$ cat config.mk
export PLATFORM = sky130hd
export DESIGN_NAME = smr_soft_mute
export DESIGN_NICKNAME = d
export VERILOG_FILES = /design/src/rtl/smr_pkg.sv /design/src/rtl/smr_gain_table.sv /design/src/rtl/smr_step_ctrl.sv /design/src/rtl/smr_scale_ch.sv /design/src/rtl/smr_zero_watch.sv /design/src/rtl/smr_soft_mute.sv
export SDC_FILE = /design/constraint.sdc
export NUM_CORES = 2
export LEC_CHECK = 0
export BUFFER_PORTS_ARGS = -buffer_cell sky130_fd_sc_hd__buf_2
export CAP_MARGIN = 20
export CORE_MARGIN = 1.5
export CORE_UTILIZATION = 32
export DETAILED_ROUTE_END_ITERATION = 8
export GPL_ROUTABILITY_DRIVEN = 0
export PLACE_DENSITY = 0.53
export SLEW_MARGIN = 20
export SYNTH_ARGS = -nofsm -noshare
export SYNTH_HDL_FRONTEND = slang
export SYNTH_HIERARCHICAL = 1
export SYNTH_SLANG_ARGS = --single-unit
$ cat constraint.sdc
create_clock -name clk -period 18.78 [get_ports clk]
set_input_delay 0.939 -clock clk [delete_from_list [all_inputs] [get_ports clk]]
set_output_delay 0.939 -clock clk [all_outputs]
set_load 0.05 [all_outputs]
$ cat src/rtl/smr_pkg.sv
// Shared constants and the gain-law function for the soft mute ramp.
// Assumes a Q1.16 unsigned coefficient format where 65536 means unity.
package smr_pkg;
    localparam int FRAC     = 16;
    localparam int CW       = FRAC + 1;
    localparam int STEP_MUL = 58409;   // 10^(-1/20) in Q.16

    // Coefficient for level k: repeated 1 dB scaling, last level forced to zero.
    function automatic logic [CW-1:0] step_coef(input int k, input int last);
        longint c;
        c = longint'(1) << FRAC;
        if (k >= last) return '0;
        for (int i = 1; i <= k; i++)
            c = (c * STEP_MUL + (longint'(1) << (FRAC - 1))) >>> FRAC;
        return CW'(c);
    endfunction
endpackage

$ cat src/rtl/smr_gain_table.sv
// Gain lookup: maps a level index to its linear coefficient.
// Assumes idx never exceeds STEPS-1 (guaranteed by the step controller).
module smr_gain_table
    import smr_pkg::*;
#(
    parameter int STEPS = 104,
    localparam int IW   = $clog2(STEPS)
) (
    input  logic [IW-1:0] idx,
    output logic [CW-1:0] coef
);
    logic [CW-1:0] tbl [STEPS];

    for (genvar k = 0; k < STEPS; k++) begin : g_lvl
        assign tbl[k] = step_coef(k, STEPS - 1);
    end

    // Select the coefficient for the current level.
    always_comb coef = tbl[idx];
endmodule

$ cat src/rtl/smr_step_ctrl.sv
// Step controller: registers the mute control and walks the level index
// one step per sample strobe toward the selected end point.
// Assumes the mute control is already synchronous to clk.
module smr_step_ctrl #(
    parameter int STEPS = 104,
    localparam int IW   = $clog2(STEPS),
    localparam logic [IW-1:0] LAST = IW'(STEPS - 1)
) (
    input  logic          clk,
    input  logic          rst_n,
    input  logic          mute_n,
    input  logic          strobe,
    output logic [IW-1:0] idx,
    output logic          muting,
    output logic          busy,
    output logic          at_cut
);
    logic mute_q;

    // Register the control and step the level on each strobe.
    always_ff @(posedge clk) begin
        if (!rst_n) begin
            mute_q <= 1'b0;
            idx    <= LAST;
        end else begin
            mute_q <= mute_n;
            if (strobe) begin
                if (mute_q && idx != '0)
                    idx <= idx - 1'b1;
                else if (!mute_q && idx != LAST)
                    idx <= idx + 1'b1;
            end
        end
    end

    // Derive status from the level and the selected end point.
    always_comb begin
        muting = !mute_q;
        at_cut = (idx == LAST);
        busy   = mute_q ? (idx != '0) : (idx != LAST);
    end
endmodule

$ cat src/rtl/smr_scale_ch.sv
// One channel scaler: signed sample times unsigned coefficient, round
// half up, saturate, register on strobe.
// Assumes coef <= 2^FRAC, so saturation guards only against misuse.
module smr_scale_ch
    import smr_pkg::*;
#(
    parameter int DW = 24,
    localparam int PW = DW + CW + 1
) (
    input  logic          clk,
    input  logic          rst_n,
    input  logic          strobe,
    input  logic [DW-1:0] sample,
    input  logic [CW-1:0] coef,
    output logic [DW-1:0] scaled
);
    localparam logic signed [PW-1:0] HI  = {{(PW-DW+1){1'b0}}, {(DW-1){1'b1}}};
    localparam logic signed [PW-1:0] LO  = {{(PW-DW+1){1'b1}}, {(DW-1){1'b0}}};
    localparam logic signed [PW-1:0] HALF = PW'(1) <<< (FRAC - 1);

    logic signed [PW-1:0] a_ext, c_ext, prod, rnd;
    logic        [DW-1:0] sat;

    // Multiply, round and clamp.
    always_comb begin
        a_ext = {{(PW-DW){sample[DW-1]}}, sample};
        c_ext = {{(PW-CW){1'b0}}, coef};
        prod  = a_ext * c_ext;
        rnd   = (prod + HALF) >>> FRAC;
        if (rnd > HI)      sat = HI[DW-1:0];
        else if (rnd < LO) sat = LO[DW-1:0];
        else               sat = rnd[DW-1:0];
    end

    // Capture the scaled sample when a strobe arrives.
    always_ff @(posedge clk) begin
        if (!rst_n)      scaled <= '0;
        else if (strobe) scaled <= sat;
    end
endmodule

$ cat src/rtl/smr_zero_watch.sv
// Zero-run watcher: counts strobes whose two samples are both zero and
// flags a completed run; any non-zero sample restarts the count.
// Assumes RUN fits the counter width derived below.
module smr_zero_watch #(
    parameter int DW  = 24,
    parameter int RUN = 1024,
    localparam int CNTW = $clog2(RUN + 1)
) (
    input  logic          clk,
    input  logic          rst_n,
    input  logic          strobe,
    input  logic [DW-1:0] smp_l,
    input  logic [DW-1:0] smp_r,
    output logic          hit
);
    logic [CNTW-1:0] cnt;

    // Count the zero run, saturating at RUN.
    always_ff @(posedge clk) begin
        if (!rst_n) cnt <= '0;
        else if (strobe) begin
            if (smp_l != '0 || smp_r != '0) cnt <= '0;
            else if (cnt != CNTW'(RUN))     cnt <= cnt + 1'b1;
        end
    end

    // Flag a completed run.
    always_comb hit = (cnt == CNTW'(RUN));
endmodule

$ cat src/rtl/smr_soft_mute.sv
// Stereo soft mute: 1 dB-per-sample gain ramp driven by an active-low
// control, plus an analog-mute request from full cut or a long zero run.
// Assumes smp_stb pulses no more often than every other clock is not
// required; one strobe per clock is accepted.
module smr_soft_mute
    import smr_pkg::*;
#(
    parameter int DW       = 24,
    parameter int STEPS    = 104,
    parameter int ZERO_RUN = 1024,
    localparam int IW      = $clog2(STEPS)
) (
    input  logic          clk,
    input  logic          rst_n,
    input  logic          mute_n,
    input  logic          smp_stb,
    input  logic [DW-1:0] smp_l,
    input  logic [DW-1:0] smp_r,
    output logic          out_stb,
    output logic [DW-1:0] out_l,
    output logic [DW-1:0] out_r,
    output logic          ramp_busy,
    output logic          amute_req
);
    logic [IW-1:0]  gain_idx;
    logic [CW-1:0]  coef;
    logic           muting, at_cut, zero_hit;
    logic [DW-1:0]  ch_in  [2];
    logic [DW-1:0]  ch_out [2];

    smr_step_ctrl #(.STEPS(STEPS)) u_ctrl (
        .clk(clk), .rst_n(rst_n), .mute_n(mute_n), .strobe(smp_stb),
        .idx(gain_idx), .muting(muting), .busy(ramp_busy), .at_cut(at_cut)
    );

    smr_gain_table #(.STEPS(STEPS)) u_tbl (.idx(gain_idx), .coef(coef));

    assign ch_in[0] = smp_l;
    assign ch_in[1] = smp_r;

    for (genvar ch = 0; ch < 2; ch++) begin : g_ch
        smr_scale_ch #(.DW(DW)) u_scale (
            .clk(clk), .rst_n(rst_n), .strobe(smp_stb),
            .sample(ch_in[ch]), .coef(coef), .scaled(ch_out[ch])
        );
    end

    smr_zero_watch #(.DW(DW), .RUN(ZERO_RUN)) u_zero (
        .clk(clk), .rst_n(rst_n), .strobe(smp_stb),
        .smp_l(smp_l), .smp_r(smp_r), .hit(zero_hit)
    );

    // Delay the strobe to line up with the registered samples.
    always_ff @(posedge clk) begin
        if (!rst_n) out_stb <= 1'b0;
        else        out_stb <= smp_stb;
    end

    // Drive the outputs and combine the two analog-mute causes.
    always_comb begin
        out_l     = ch_out[0];
        out_r     = ch_out[1];
        amute_req = zero_hit | (muting & at_cut);
    end
endmodule

==> reports/metrics.csv <==
stage,metric,value,unit
status,run status,completed,
cts,clock transition at the registers of the reported paths,0.07,ns
cts,number of sinks handled by clock tree synthesis,68,
final_layout,filler cell count,11635,
cts,"Setup Fix Bufs, Post-CTS",0,
floorplanning,starting density of the core,32.22,%
logic_synthesis,Syn Std Cell Area,35610,sq um
final_layout,most common library cell in the layout ignoring fill and taps,sky130_fd_sc_hd__inv_1,
critical_path,Critical Path Source Type,flip-flop,
cts,number of levels in the clock H-tree,3,
logic_synthesis,warnings from Yosys,6,
routing,total wire length,98320,um
logic_synthesis,mean instance size in the synthesized netlist,8.899,sq um
sta,relative slew slack,27.82,%
critical_path,crit end category,flip-flop,
final_layout,"top library cells by usage in the layout, fill and taps aside","sky130_fd_sc_hd__inv_1, sky130_fd_sc_hd__fa_1, sky130_fd_sc_hd__and2_1",
global_route,vias in the first global route,27959,
final_layout,final non-filler cell total,5452,
logic_synthesis,sequential area share after synthesis,3.823,%
global_route,GRT Resource Usage Total,18.00,%
critical_path,slowest CP cell,sky130_fd_sc_hd__o211ai_2,
logic_synthesis,area share of the largest cell type after synthesis,45.03,%
sta,setup TNS,0,ns
logic_synthesis,Syn Inst Count,4002,
cts,buffer levels on the longest clock path,2,
final_layout,register area,1363,sq um
cts,cts repair resizes,0,
global_route,total global routing overflow,0,
floorplanning,die area,113300,sq um
logic_synthesis,synthesized netlist net count,5122,
placed_design,detailed placer's ending HPWL,75980,um
cts,TritonCTS buffer count,9,
sta,Tcrit/Tclk final,55.78,%
placed_design,number of I/O port buffers,102,
sta,Fmax,0.09547,GHz
placed_design,placed cell area,37480,sq um
sta,count of final max-slew check failures,0,
logic_synthesis,most used flip-flop cell after synthesis,sky130_fd_sc_hd__dfxtp_1,
final_layout,area delta synth->final,6.271,%
logic_synthesis,most area-consuming cells after synthesis,"sky130_fd_sc_hd__fa_1, sky130_fd_sc_hd__inv_1, sky130_fd_sc_hd__ha_1",
logic_synthesis,register bit total from synthesis,68,
logic_synthesis,cell type contributing the most total cell area after synthesis,sky130_fd_sc_hd__fa_1,
cts,CTS Root Buffer Type,sky130_fd_sc_hd__clkbuf_16,
floorplanning,area of the placeable core,110500,sq um
cts,CTS tree,done,
sta,setup repair after global routing missed its margin,false,
routing,via count,26576,
critical_path,Critical Setup Path Class,reg -> reg,
critical_path,critical-path maximum fanout,29,
final_layout,net total in the final layout,5073,
sta,Slew @ Worst Pin,1.080,ns
cts,clock network latency to the later pin of the worst-skew pair,0.40,ns
global_route,wire length of the first global-routing pass,158700,um
logic_synthesis,number of synthesized flops with an enable pin,0,
final_layout,Final Instance Area,37850,sq um
final_layout,area used by multi-input combinational logic,30010,sq um
routing,length of the first detailed-routing pass in iterations,6,
critical_path,"Req. time, crit path",19.10,ns
floorplanning,die height,336.6,um
sta,final count of negative-setup-slack endpoints,0,
routing,average wire length per cell after detail routing,18.03,um
min_path,path category of the worst min-delay check,reg -> reg,
sta,Final Hold Fails,0,
final_layout,share of layout cells above drive strength 1,5.963,%
global_route,largest net degree at the start of global routing,68,
sta,Post-Route Skew,0.01334,ns
job,Max Cap Viol,0,
routing,DRC violation count after routing,0,
sta,"Min Clock Period, post-route",10.47,ns
critical_path,max incr delay on CP,0.86,ns
global_route,initial antenna violation count,16,
routing,count of routing violations after the opening detailed-route iteration,1596,
floorplanning,cell row count,122,
floorplanning,count of boundary I/O pins,103,
floorplanning,Die Wd,336.6,um
logic_synthesis,Async SR Flop Fraction,0,%
routing,remaining number of nets flagged by the antenna check after routing,0,
logic_synthesis,count of cell types in the netlist,107,
critical_path,CP dominant cell by count,sky130_fd_sc_hd__fa_1,
routing,Vias per Instance,4.875,
placed_design,placed instance count,5430,
cts,CTS hold repair buffers,0,
critical_path,arrival time at the worst endpoint,10.80,ns
layout make-up:
cell class | instances | area share (%)
multi-input combinational | 2808 | 79.29
antenna | 6 | 0.03967
clock buffer | 11 | 0.6414
clock inverter | 5 | 0.2843
tap | 1488 | 4.919
inverter | 933 | 9.254
sequential | 68 | 3.600
timing repair buffer | 133 | 1.970
registers in the layout, indices dropped and copies added (netlist names):
signal,count
g_ch.u_scale/scaled,48
out_stb,1
u_ctrl/idx,7
u_ctrl/mute_q,1
u_zero/cnt,11
cells by family after synthesis:
logic type	after synthesis	share of synthesized area (%)
AND/OR/NAND/NOR	1196	18.09
AO/OA/AOI/OAI	471	9.500
buffers and inverters	1126	12.24
adder cells (fa/ha/maj)	1068	54.41
flip-flops	68	3.823
XOR/XNOR	59	1.451
multiplexers	14	0.4849
cell usage after synthesis (all sizes together), types with 19 or more instances:
cell type and n:
nand4 22, nand3 42, inv 931, o22ai 19
and3 26, fa 801, a21o 20, dfxtp 68
nand2b 23, o211ai 26, a211oi 20, nor2 53
buf 39, and2 518, o21ai 96, xnor2 42
clkbuf 154, o31ai 36, nand2 403, nor4 23
nor3 21, a21oi 97, ha 267, a31oi 48
stage by stage:
| step | utilization (%) | hold WS [ns] | setup slack [ns] |
|---|---|---|---|
| floorplan | - | 0.4508 | 10.21 |
| global placement | 33.91 | 0.4806 | 8.610 |
| detailed placement | 33.91 | 0.4814 | 8.411 |
| CTS | 34.23 | 0.4924 | 8.359 |
| global route | 34.24 | 0.5164 | 7.734 |
| finish | 34.25 | 0.4844 | 8.305 |
critical path, delay by kind of cell (launching register included):
kind                     cells  cell delay, ns
adder cells (fa/ha/maj)      8            4.21
AO/OA/AOI/OAI                9            2.74
buffers and inverters        7            1.55
AND/OR/NAND/NOR              3            0.84
flip-flops                   1            0.77
multiplexers                 1            0.29
worst paths after layout:
check | start | to | slack (ns) | depth (start not counted)
max | u_ctrl/idx[0]$_SDFFE_PN1P_ | g_ch[0].u_scale/scaled[13]$_SDFFE_PN0P_ | 8.31 | 28
min reg2reg | g_ch[1].u_scale/scaled[23]$_SDFFE_PN0P_ | g_ch[1].u_scale/scaled[23]$_SDFFE_PN0P_ | 0.48 | 2
max reg2reg | u_ctrl/idx[0]$_SDFFE_PN1P_ | g_ch[0].u_scale/scaled[13]$_SDFFE_PN0P_ | 8.31 | 28
min | g_ch[1].u_scale/scaled[23]$_SDFFE_PN0P_ | g_ch[1].u_scale/scaled[23]$_SDFFE_PN0P_ | 0.48 | 2
metal layers:
layer | track usage (%) | vias to the layer above | wire length [um]
met5 | 0 | - | 67
met4 | 3.872 | 12 | 1702
met3 | 2.007 | 98 | 4209
met2 | 30.80 | 559 | 48090
met1 | 24.41 | 13778 | 44250
li1 | - | 12129 | -
Power is not shown: default switching activity piles up to over one toggle a cycle in this logic, so the estimate is an artifact.
